==> config.mk <==
export PLATFORM = sky130hd
export DESIGN_NAME = wr_inv_segmenter
export DESIGN_NICKNAME = d
export VERILOG_FILES = /design/src/rtl/wis_pkg.sv /design/src/rtl/wis_line_size.sv /design/src/rtl/wis_collect.sv /design/src/rtl/wis_emit.sv /design/src/rtl/wr_inv_segmenter.sv
export SDC_FILE = /design/constraint.sdc
export NUM_CORES = 1
export LEC_CHECK = 0
export ABC_AREA = 1
export CAP_MARGIN = 30
export CELL_PAD_IN_SITES_DETAIL_PLACEMENT = 0
export CELL_PAD_IN_SITES_GLOBAL_PLACEMENT = 1
export CORE_ASPECT_RATIO = 0.9
export CORE_MARGIN = 2
export CORE_UTILIZATION = 26
export CTS_CLUSTER_DIAMETER = 50
export DETAILED_ROUTE_END_ITERATION = 10
export GPL_TIMING_DRIVEN = 0
export PLACE_DENSITY_LB_ADDON = 0.1
export SKIP_CTS_REPAIR_TIMING = 1
export SYNTH_ARGS = -nofsm -noshare
export SYNTH_HDL_FRONTEND = slang
export SYNTH_SLANG_ARGS = --single-unit
==> constraint.sdc <==
create_clock -name clk -period 9.95 [get_ports clk]
set_input_delay 1.99 -clock clk [delete_from_list [all_inputs] [get_ports clk]]
set_output_delay 1.99 -clock clk [all_outputs]
set_load 0.05 [all_outputs]
==> src/rtl/wis_pkg.sv <==
package wis_pkg;
  typedef enum logic {
    CMD_MW  = 1'b0,
    CMD_MWI = 1'b1
  } wcmd_t;
endpackage

==> src/rtl/wis_line_size.sv <==
// Decodes the configured line size: legal values are powers of two from 2
// up to MAX_LINE. Produces the in-line offset mask used for boundaries.
module wis_line_size #(
  parameter int CLS_W    = 8,
  parameter int MAX_LINE = 16,
  localparam int IW      = $clog2(MAX_LINE)
) (
  input  logic [CLS_W-1:0] line_size,
  input  logic             promote_en,
  output logic             size_ok,
  output logic             promote_ok,
  output logic [IW-1:0]    line_mask
);
  logic [IW-1:0] hit;

  generate
    for (genvar k = 1; k <= IW; k++) begin : g_pow
      assign hit[k-1] = (line_size == CLS_W'(1 << k));
    end
  endgenerate

  assign size_ok    = |hit;
  assign promote_ok = promote_en && size_ok;
  assign line_mask  = size_ok ? IW'(line_size - 1'b1) : '0;
endmodule

==> src/rtl/wis_collect.sv <==
// Gathers one line segment (from the burst start or a line boundary up to the
// next boundary or burst end) into a small line buffer and classifies it.
module wis_collect #(
  parameter int ADDR_W   = 32,
  parameter int DATA_W   = 32,
  parameter int MAX_LINE = 16,
  localparam int BE_W    = DATA_W / 8,
  localparam int IW      = $clog2(MAX_LINE),
  localparam int LW      = IW + 1
) (
  input  logic              clk,
  input  logic              rst,
  input  logic              in_valid,
  output logic              in_ready,
  input  logic [ADDR_W-1:0] in_addr,
  input  logic [DATA_W-1:0] in_data,
  input  logic [BE_W-1:0]   in_be,
  input  logic              in_last,
  input  logic              in_linear,
  input  logic              promote_ok,
  input  logic [IW-1:0]     line_mask,
  input  logic [IW-1:0]     rd_idx,
  output logic [DATA_W-1:0] rd_data,
  output logic [BE_W-1:0]   rd_be,
  output logic              seg_rdy,
  output logic [ADDR_W-1:0] seg_addr,
  output logic [LW-1:0]     seg_len,
  output logic              seg_mwi,
  output logic              seg_newburst,
  input  logic              release_seg
);
  logic [BE_W+DATA_W-1:0] line_buf [MAX_LINE];
  logic                   hold;
  logic [IW-1:0]          wcnt;
  logic                   be_run, lin_run, algn_run, bstart;
  logic [ADDR_W-1:0]      s_addr;

  logic          acc, first_beat, line_end, cap, seg_end;
  logic          be_now, lin_now, algn_now;
  logic [IW-1:0] lo;

  assign in_ready   = !hold;
  assign seg_rdy    = hold;
  assign seg_addr   = s_addr;
  assign acc        = in_valid && !hold;
  assign first_beat = (wcnt == '0);
  assign lo         = in_addr[IW-1:0];
  assign line_end   = ((lo & line_mask) == line_mask);
  assign cap        = (wcnt == IW'(MAX_LINE - 1));
  assign seg_end    = in_last || line_end || cap;
  assign be_now     = (first_beat || be_run) && (&in_be);
  assign lin_now    = (first_beat || lin_run) && in_linear;
  assign algn_now   = first_beat ? ((lo & line_mask) == '0) : algn_run;

  // line buffer: write port only, no reset, so it maps onto distributed RAM
  always_ff @(posedge clk) begin
    if (acc) line_buf[wcnt] <= {in_be, in_data};
  end

  assign {rd_be, rd_data} = line_buf[rd_idx];

  always_ff @(posedge clk) begin
    if (rst) begin
      hold         <= 1'b0;
      wcnt         <= '0;
      be_run       <= 1'b0;
      lin_run      <= 1'b0;
      algn_run     <= 1'b0;
      bstart       <= 1'b1;
      s_addr       <= '0;
      seg_len      <= '0;
      seg_mwi      <= 1'b0;
      seg_newburst <= 1'b0;
    end else begin
      if (release_seg) hold <= 1'b0;
      if (acc) begin
        be_run   <= be_now;
        lin_run  <= lin_now;
        algn_run <= algn_now;
        if (first_beat) s_addr <= in_addr;
        if (seg_end) begin
          hold         <= 1'b1;
          wcnt         <= '0;
          seg_len      <= LW'(wcnt) + 1'b1;
          // aligned start plus ending on the line's last offset = whole line
          seg_mwi      <= promote_ok && be_now && lin_now && algn_now && line_end;
          seg_newburst <= bstart;
          bstart       <= in_last;
        end else begin
          wcnt <= wcnt + 1'b1;
        end
      end
    end
  end
endmodule

==> src/rtl/wis_emit.sv <==
// Streams a classified segment onto the registered output, applying
// disconnect demotion, latency breaks and transaction-start decisions.
module wis_emit
  import wis_pkg::*;
#(
  parameter int ADDR_W   = 32,
  parameter int DATA_W   = 32,
  parameter int MAX_LINE = 16,
  localparam int BE_W    = DATA_W / 8,
  localparam int IW      = $clog2(MAX_LINE),
  localparam int LW      = IW + 1
) (
  input  logic              clk,
  input  logic              rst,
  input  logic              seg_rdy,
  input  logic [ADDR_W-1:0] seg_addr,
  input  logic [LW-1:0]     seg_len,
  input  logic              seg_mwi,
  input  logic              seg_newburst,
  output logic [IW-1:0]     rd_idx,
  input  logic [DATA_W-1:0] rd_data,
  input  logic [BE_W-1:0]   rd_be,
  output logic              release_seg,
  input  logic              out_ready,
  input  logic              tgt_disc,
  input  logic              lat_exp,
  output logic              out_valid,
  output logic              out_start,
  output logic              out_cmd,
  output logic [ADDR_W-1:0] out_addr,
  output logic [DATA_W-1:0] out_data,
  output logic [BE_W-1:0]   out_be
);
  logic          active, demote, brk, lpend;
  logic [LW-1:0] rd;
  wcmd_t         cur_cmd, last_cmd, ld_cmd;

  logic hs, adv, load, first, disc_now, lat_mw, lat_mwi;
  logic mid_disc, dem_eff, lp_eff, ld_start, ld_final;

  assign hs       = out_valid && out_ready;
  assign disc_now = hs && tgt_disc;
  assign lat_mw   = hs && lat_exp && (cur_cmd == CMD_MW);
  assign lat_mwi  = hs && lat_exp && (cur_cmd == CMD_MWI);
  assign adv      = !out_valid || out_ready;
  assign load     = active && adv;
  assign first    = (rd == '0);
  // disconnect on a beat of this segment that still has beats behind it
  assign mid_disc = disc_now && active && !first;
  assign dem_eff  = demote || mid_disc;
  assign ld_cmd   = (seg_mwi && !dem_eff) ? CMD_MWI : CMD_MW;
  assign lp_eff   = lpend || lat_mwi;
  assign ld_start = brk || disc_now || lat_mw ||
                    (first && (seg_newburst || lp_eff)) ||
                    (ld_cmd != last_cmd);
  assign ld_final    = ((rd + 1'b1) == seg_len);
  assign release_seg = load && ld_final;
  assign rd_idx      = rd[IW-1:0];
  assign out_cmd     = cur_cmd;

  always_ff @(posedge clk) begin
    if (rst) begin
      active    <= 1'b0;
      rd        <= '0;
      demote    <= 1'b0;
      brk       <= 1'b0;
      lpend     <= 1'b0;
      last_cmd  <= CMD_MW;
      cur_cmd   <= CMD_MW;
      out_valid <= 1'b0;
      out_start <= 1'b0;
      out_addr  <= '0;
      out_data  <= '0;
      out_be    <= '0;
    end else begin
      if (!active && seg_rdy) begin
        active <= 1'b1;
        rd     <= '0;
        demote <= 1'b0;
      end
      if (load) begin
        out_valid <= 1'b1;
        out_start <= ld_start;
        cur_cmd   <= ld_cmd;
        out_addr  <= seg_addr + ADDR_W'(rd);
        out_data  <= rd_data;
        out_be    <= rd_be;
        rd        <= rd + 1'b1;
        last_cmd  <= ld_cmd;
        brk       <= 1'b0;
        lpend     <= first ? 1'b0 : lp_eff;
        demote    <= dem_eff;
        if (ld_final) active <= 1'b0;
      end else begin
        if (hs) out_valid <= 1'b0;
        brk   <= brk || disc_now || lat_mw;
        lpend <= lp_eff;
        if (mid_disc) demote <= 1'b1;
      end
    end
  end
endmodule

==> src/rtl/wr_inv_segmenter.sv <==
module wr_inv_segmenter #(
  parameter int ADDR_W   = 32,
  parameter int DATA_W   = 32,
  parameter int MAX_LINE = 16,
  parameter int CLS_W    = 8,
  localparam int BE_W    = DATA_W / 8,
  localparam int IW      = $clog2(MAX_LINE),
  localparam int LW      = IW + 1
) (
  input  logic              clk,
  input  logic              rst,
  input  logic [CLS_W-1:0]  cfg_line_size,
  input  logic              cfg_promote_en,
  input  logic              in_valid,
  output logic              in_ready,
  input  logic [ADDR_W-1:0] in_addr,
  input  logic [DATA_W-1:0] in_data,
  input  logic [BE_W-1:0]   in_be,
  input  logic              in_last,
  input  logic              in_linear,
  output logic              out_valid,
  input  logic              out_ready,
  output logic              out_start,
  output logic              out_cmd,
  output logic [ADDR_W-1:0] out_addr,
  output logic [DATA_W-1:0] out_data,
  output logic [BE_W-1:0]   out_be,
  input  logic              tgt_disc,
  input  logic              lat_exp
);
  logic              size_ok, promote_ok;
  logic [IW-1:0]     line_mask, rd_idx;
  logic [DATA_W-1:0] rd_data;
  logic [BE_W-1:0]   rd_be;
  logic              seg_rdy, seg_mwi, seg_newburst, release_seg;
  logic [ADDR_W-1:0] seg_addr;
  logic [LW-1:0]     seg_len;

  wis_line_size #(.CLS_W(CLS_W), .MAX_LINE(MAX_LINE)) i_size (
    .line_size  (cfg_line_size),
    .promote_en (cfg_promote_en),
    .size_ok    (size_ok),
    .promote_ok (promote_ok),
    .line_mask  (line_mask)
  );

  wis_collect #(.ADDR_W(ADDR_W), .DATA_W(DATA_W), .MAX_LINE(MAX_LINE)) i_collect (
    .clk, .rst,
    .in_valid, .in_ready, .in_addr, .in_data, .in_be, .in_last, .in_linear,
    .promote_ok, .line_mask,
    .rd_idx, .rd_data, .rd_be,
    .seg_rdy, .seg_addr, .seg_len, .seg_mwi, .seg_newburst,
    .release_seg
  );

  wis_emit #(.ADDR_W(ADDR_W), .DATA_W(DATA_W), .MAX_LINE(MAX_LINE)) i_emit (
    .clk, .rst,
    .seg_rdy, .seg_addr, .seg_len, .seg_mwi, .seg_newburst,
    .rd_idx, .rd_data, .rd_be,
    .release_seg,
    .out_ready, .tgt_disc, .lat_exp,
    .out_valid, .out_start, .out_cmd, .out_addr, .out_data, .out_be
  );
endmodule

======== After elaboration in Yosys (flattened, before gate mapping) ========
Memory sizes are Yosys's and may differ from the RTL's. A register that Yosys moved wholly into a read port is not among the register bits.
Cells that the tools add are included.
storage, ports and cells
  register bits ........................... 92
  latch bits .............................. 0
  memory bits (writable) .................. 576
  ROM bits ................................ 0
  output and inout bits ................... 72
  logic and storage cells ................. 104
  memories ................................ 1
memories
  memory              words  bits a word  read ports  clocked after Yosys merged registers in  write ports  RTL line           RTL
  i_collect.line_buf  16     36           1           1                                        1            wis_collect.sv:32  logic [BE_W+DATA_W-1:0] line_buf [MAX_LINE];
cells by class
  add/sub/neg operators ................... 5
  $mul .................................... 0
  divide/modulo/power cells ............... 0
  $lt $le $gt $ge ......................... 0
  equality and inequality tests ........... 8
  shift operators ......................... 0
  mux-type cells .......................... 21
  bitwise gates (word level) .............. 2
  reduce and logical (&&, ||, !) cells .... 48
operators with widths
  operator                                                          count
  32-bit by 5-bit adder with 32-bit output                          1
  1-bit logical AND                                                 20
  1-bit 2-to-1 mux                                                  17
  1-bit logical OR                                                  12
  5-bit 2-to-1 mux                                                  2
  8-bit by 2-bit == test with 1-bit output (second input constant)  1
  8-bit by 3-bit == test with 1-bit output (second input constant)  1
  8-bit by 4-bit == test with 1-bit output (second input constant)  1
  8-bit by 5-bit == test with 1-bit output (second input constant)  1
  4-bit logical NOT                                                 2
  4-bit 2-to-1 mux                                                  2
  4-bit by 1-bit adder with 5-bit output (second input constant)    1
  5-bit by 1-bit adder with 5-bit output (second input constant)    1
  5-bit == test                                                     1
  1-bit logical NOT                                                 5
  5-bit logical NOT                                                 1
  4-bit by 1-bit adder with 4-bit output (second input constant)    1
  4-bit AND                                                         1
  4-bit == test                                                     1
  4-bit == test (second input constant)                             1
  2-bit AND reduction                                               2
  4-bit AND reduction                                               1
  2-bit nonzero test                                                2
  4-bit OR reduction                                                1
  5 further kinds                                                   5

======== Logic depth before layout (Yosys ltp) ========
  depth in word-level cells ............... 10
  gate-level depth with buffers ........... 13
  mapped depth without buffers ............ 13

======== Hierarchy ========
A second synthesis with hierarchy kept.
second synthesis, totals
  cells, all modules ...................... 2815
  area, all modules ....................... 30290.3 µm²
by module, submodules not included
  module         instances  cells each  area each (µm²)
  wis_collect    1          2092        25789.7
  wis_emit       1          689         4324.1
  wis_line_size  1          34          176.4

======== Least setup slack after synthesis ========
Ideal clock, no wire load.
  path type ............................... input to register
  from .................................... input in_valid
  to ...................................... memory i_collect.line_buf[10][0] (netlist bit) (enable)
  library setup time ...................... 0.429 ns
  arrival time ............................ 4.155 ns
  data required time ...................... 9.521 ns
  path slack .............................. 5.366 ns
  cell stages on the path ................. 5
  cells stage by stage .................... nand2_1 -> inv_1 -> buf_2 -> nand2_1 -> nor2_1
between the ends
  cells in the longest elaborated chain, start to end .. 3
ends and longest elaborated chain
  item                                    RTL line                RTL
  start: declaration                      wr_inv_segmenter.sv:14  input logic in_valid,
  1-bit logical AND                       wis_collect.sv:45       assign acc = in_valid && !hold;
  1-bit 2-to-1 mux                        wis_collect.sv:57       if (acc) line_buf[wcnt] <= {in_be, in_data};
  1-bit 2-to-1 mux (not written as such)  wis_collect.sv:57
  end: declaration                        wis_collect.sv:32
No other way between the ends.

======== Final worst setup path ========
  from .................................... input in_valid
  to ...................................... memory i_collect.line_buf[5][15] (netlist bit) (enable)
Same word-level chain as after synthesis.

==> flow_summary.yaml <==
setup_path:
  start_kind: "input port"
  endpoint_kind: "flip-flop"
  r2r-start: "i_collect.seg_rdy"
  crit_type: "input port to flip-flop"
  crit_fanout: 19
  cp_data_required_time_ns: 10.30
  arrival_ns: 4.59
  reg2reg_to: "i_collect.line_buf[5][15]"
  reg2reg_depth: 7
  ff2ff_setup_slack_ns: 7.04
grt:
  grt_max_degree: 40
  grt_overflow_total: 0
  grt_pass1_wl_um: 148500
  antenna_found_initial: 10
  grt_pass1_vias: 19980
  groute.usage.overall: 0.1902
synth:
  synth_edf_count: 576
  synth_top_family_by_area: "compound AO/OA/AOI/OAI gates"
  synth_xor_xnor_area_share: 0.004995
  synthCells: 2374
  synthArstFlopShare: 0
  seq_area_frac_synth: 0.7079
  synth_seq_cells: 704
  synth-simple-area-share: 0.1105
  synth_area_sq_um: 28050
  synth_ff_type: "edfxtp_1"
  syn_nets: 2473
  yosys-mux-area-fraction: 0
  synthAdderAreaFrac: 0.006512
  synth-compound-area-share: 0.1324
  ys_warn_count: 0
  ys_types: 50
  synth.avg_cell_area_sq_um: 11.82
detailed_routing:
  drtPass1Iterations: 5
  vias: 20180
  via_per_inst: 4.817
  routedWlPerCell_um: 25.44
  drc: 0
  drt_iter0_drc: 1971
  totalWireLength_um: 106600
  postRouteAntennaNets: 0
final_layout:
  layout_common_cells: "edfxtp_1 (576), nor2_1 (379), o21ai_0 (377), nand2_1 (200), clkdlybuf4s50_1 (156)"
  final_common_cell: "edfxtp_1"
  finalNetCount: 2751
  area_delta_synth_final_pct: 26.77
  final_cells: 4189
  drive_gt1_frac: 0.1085
sta:
  setup_tns_ns: 0
  worst_slew_pin_slew_ns: 1.049
  finalHoldViolCount: 0
  grt_setup_unrepaired: "no"
  finalSetupViolCount: 0
  timing.final.ws_setup_ns: 5.704
  max_freq_mhz: 235.5
  slew_headroom: 0.3003
  post-route-period-util: 0.4267
  skew_ns: 0.02546
  slew_violations: 0
  post-route-min-period_ns: 4.246
clocking:
  clkSinkCount: 704
  root_buffer: "clkbuf_16"
  clock_latency_ns: 0.68
  path_clk_slew_ns: 0.05
  numCtsBuffers: 98
  cts_buffer_depth: 3
  htree_levels: 3
  cts_tree: "done"
die:
  rows: 114
  start_util: 0.2615
  die_h_um: 315.6
  dieArea_sq_um: 110500
  die_width_um: 350.2
  num_io_pins: 157
  fp.coreArea_sq_um: 107300
power_and_ir_drop:
  p_leak_nw: 11.89
  p_per_area_nw_per_um2: 222.8
  ir_worst_vdd_mv: 0.1621
place:
  dp.cells: 4002
  io_buffers: 156
  place.gp.congestion: 0.8145
  hpwl_um: 73440
  pre_cts_ws_ns: 4.898
hold_path:
  min_to: "i_emit.out_addr[10]"
  hp-class: "flip-flop to flip-flop"
  min_path_cells: 2
  worstHoldStart: "i_emit.out_addr[10]"
flow_run:
  max-cap-violations: 0
status:
  status: "completed"
-- power breakdown --
part / total [mW] / switching, mW / internal [mW]
logic: 0.874 / 0.633 / 0.241
clock network: 3.73 / 1.40 / 2.34
registers: 3.32 / 0.0545 / 3.26
-- synth_stat cells, types with 2 or more instances --
cell type	number	area, sq um
a21oi_1	66	330.3
a21oi_4	2	32.53
a22o_1	2	17.52
a31oi_1	37	231.5
a41oi_1	4	35.03
buf_1	5	18.77
buf_2	47	235.2
buf_4	15	112.6
buf_6	5	56.30
clkbuf_1	74	277.8
dfxtp_1	128	2562
edfxtp_1	576	17300
ha_1	13	162.7
inv_1	89	334.1
inv_2	5	18.77
nand2_1	200	750.7
nand2_2	5	31.28
nand3_1	84	420.4
nand3b_1	5	37.54
nand4_1	18	112.6
nor2_1	394	1479
nor2_2	5	31.28
nor2_4	3	33.78
nor3_1	17	85.08
nor4_1	2	12.51
o211ai_1	9	67.56
o21a_1	2	15.01
o21ai_0	377	1887
o21ai_1	11	55.05
o21bai_1	2	15.01
o221ai_1	53	464.2
o22ai_1	82	513.0
o32ai_1	2	17.52
or2_2	5	31.28
xnor2_1	7	61.31
xor2_1	9	78.83
-- cell type report --
cell class	count	area, sq um
Antenna cell	1	2.502
Sequential cell	704	19860
Fill cell	10810	71700
Tap cell	1450	1814
Inverter	95	356.6
Multi-Input combinational cell	1429	7249
Clock inverter	62	828.3
Clock buffer	124	2674
Timing Repair Buffer	178	2076
Buffer	146	703.2
-- how the worst max path moves through the flow --
stage / endpoint / start / cells past startpoint
after floorplan: i_collect.line_buf[10][0] / in_valid / 5
after global placement: i_collect.line_buf[4][19] / in_valid / 6
after detailed placement: i_emit.out_data[11] / rst / 6
after CTS: i_emit.out_data[11] / rst / 6
after global routing: i_emit.out_data[11] / rst / 6
final: i_collect.line_buf[5][15] / in_valid / 7
-- stage by stage --
step	power [mW]	util	hold WS (ns)	area, sq um
final	7.924	0.3315	0.4557	35560
after global routing	8.186	0.3315	0.4926	35560
after detailed placement	4.257	0.2989	0.4475	32060
after global placement	4.247	0.2930	0.4476	31430
after floorplan	3.822	-	0.4289	28050
after CTS	8.004	0.3315	0.4580	35560
-- sequential cells by signal (all words and copies together) (netlist names), 4 cells and up --
signal              flops
i_emit.out_be           4
i_emit.rd               5
i_emit.out_addr        32
i_collect.wcnt          4
i_collect.seg_len       5
i_collect.line_buf    576
i_emit.out_data        32
i_collect.seg_addr     32
-- kinds of logic (layout without fill, tap and decap cells) --
family,Yosys count,after routing
XOR/XNOR,16,16
AO/OA/AOI/OAI,653,653
other,0,1
flip-flops,704,704
adder cells (fa/ha/maj),14,14
buffers and inverters,241,605
AND/OR/NAND/NOR,746,746
-- layer usage --
metal,part of all wire,up-vias,GRT usage
met5,0,-,0
met4,0.019,0,0.04780
met3,0.061,127,0.03065
met2,0.44,708,0.2938
met1,0.48,10080,0.2777
li1,-,9260,-
-- critical path, cell delays in order --
cell and delay [ns]:
clkdlybuf4s50_1 0.46, nand2_1 0.24, inv_1 0.29, buf_2 0.27
nand2_1 0.28, nor2_4 0.73, buf_12 0.29
(Power assumes the default switching activity.)
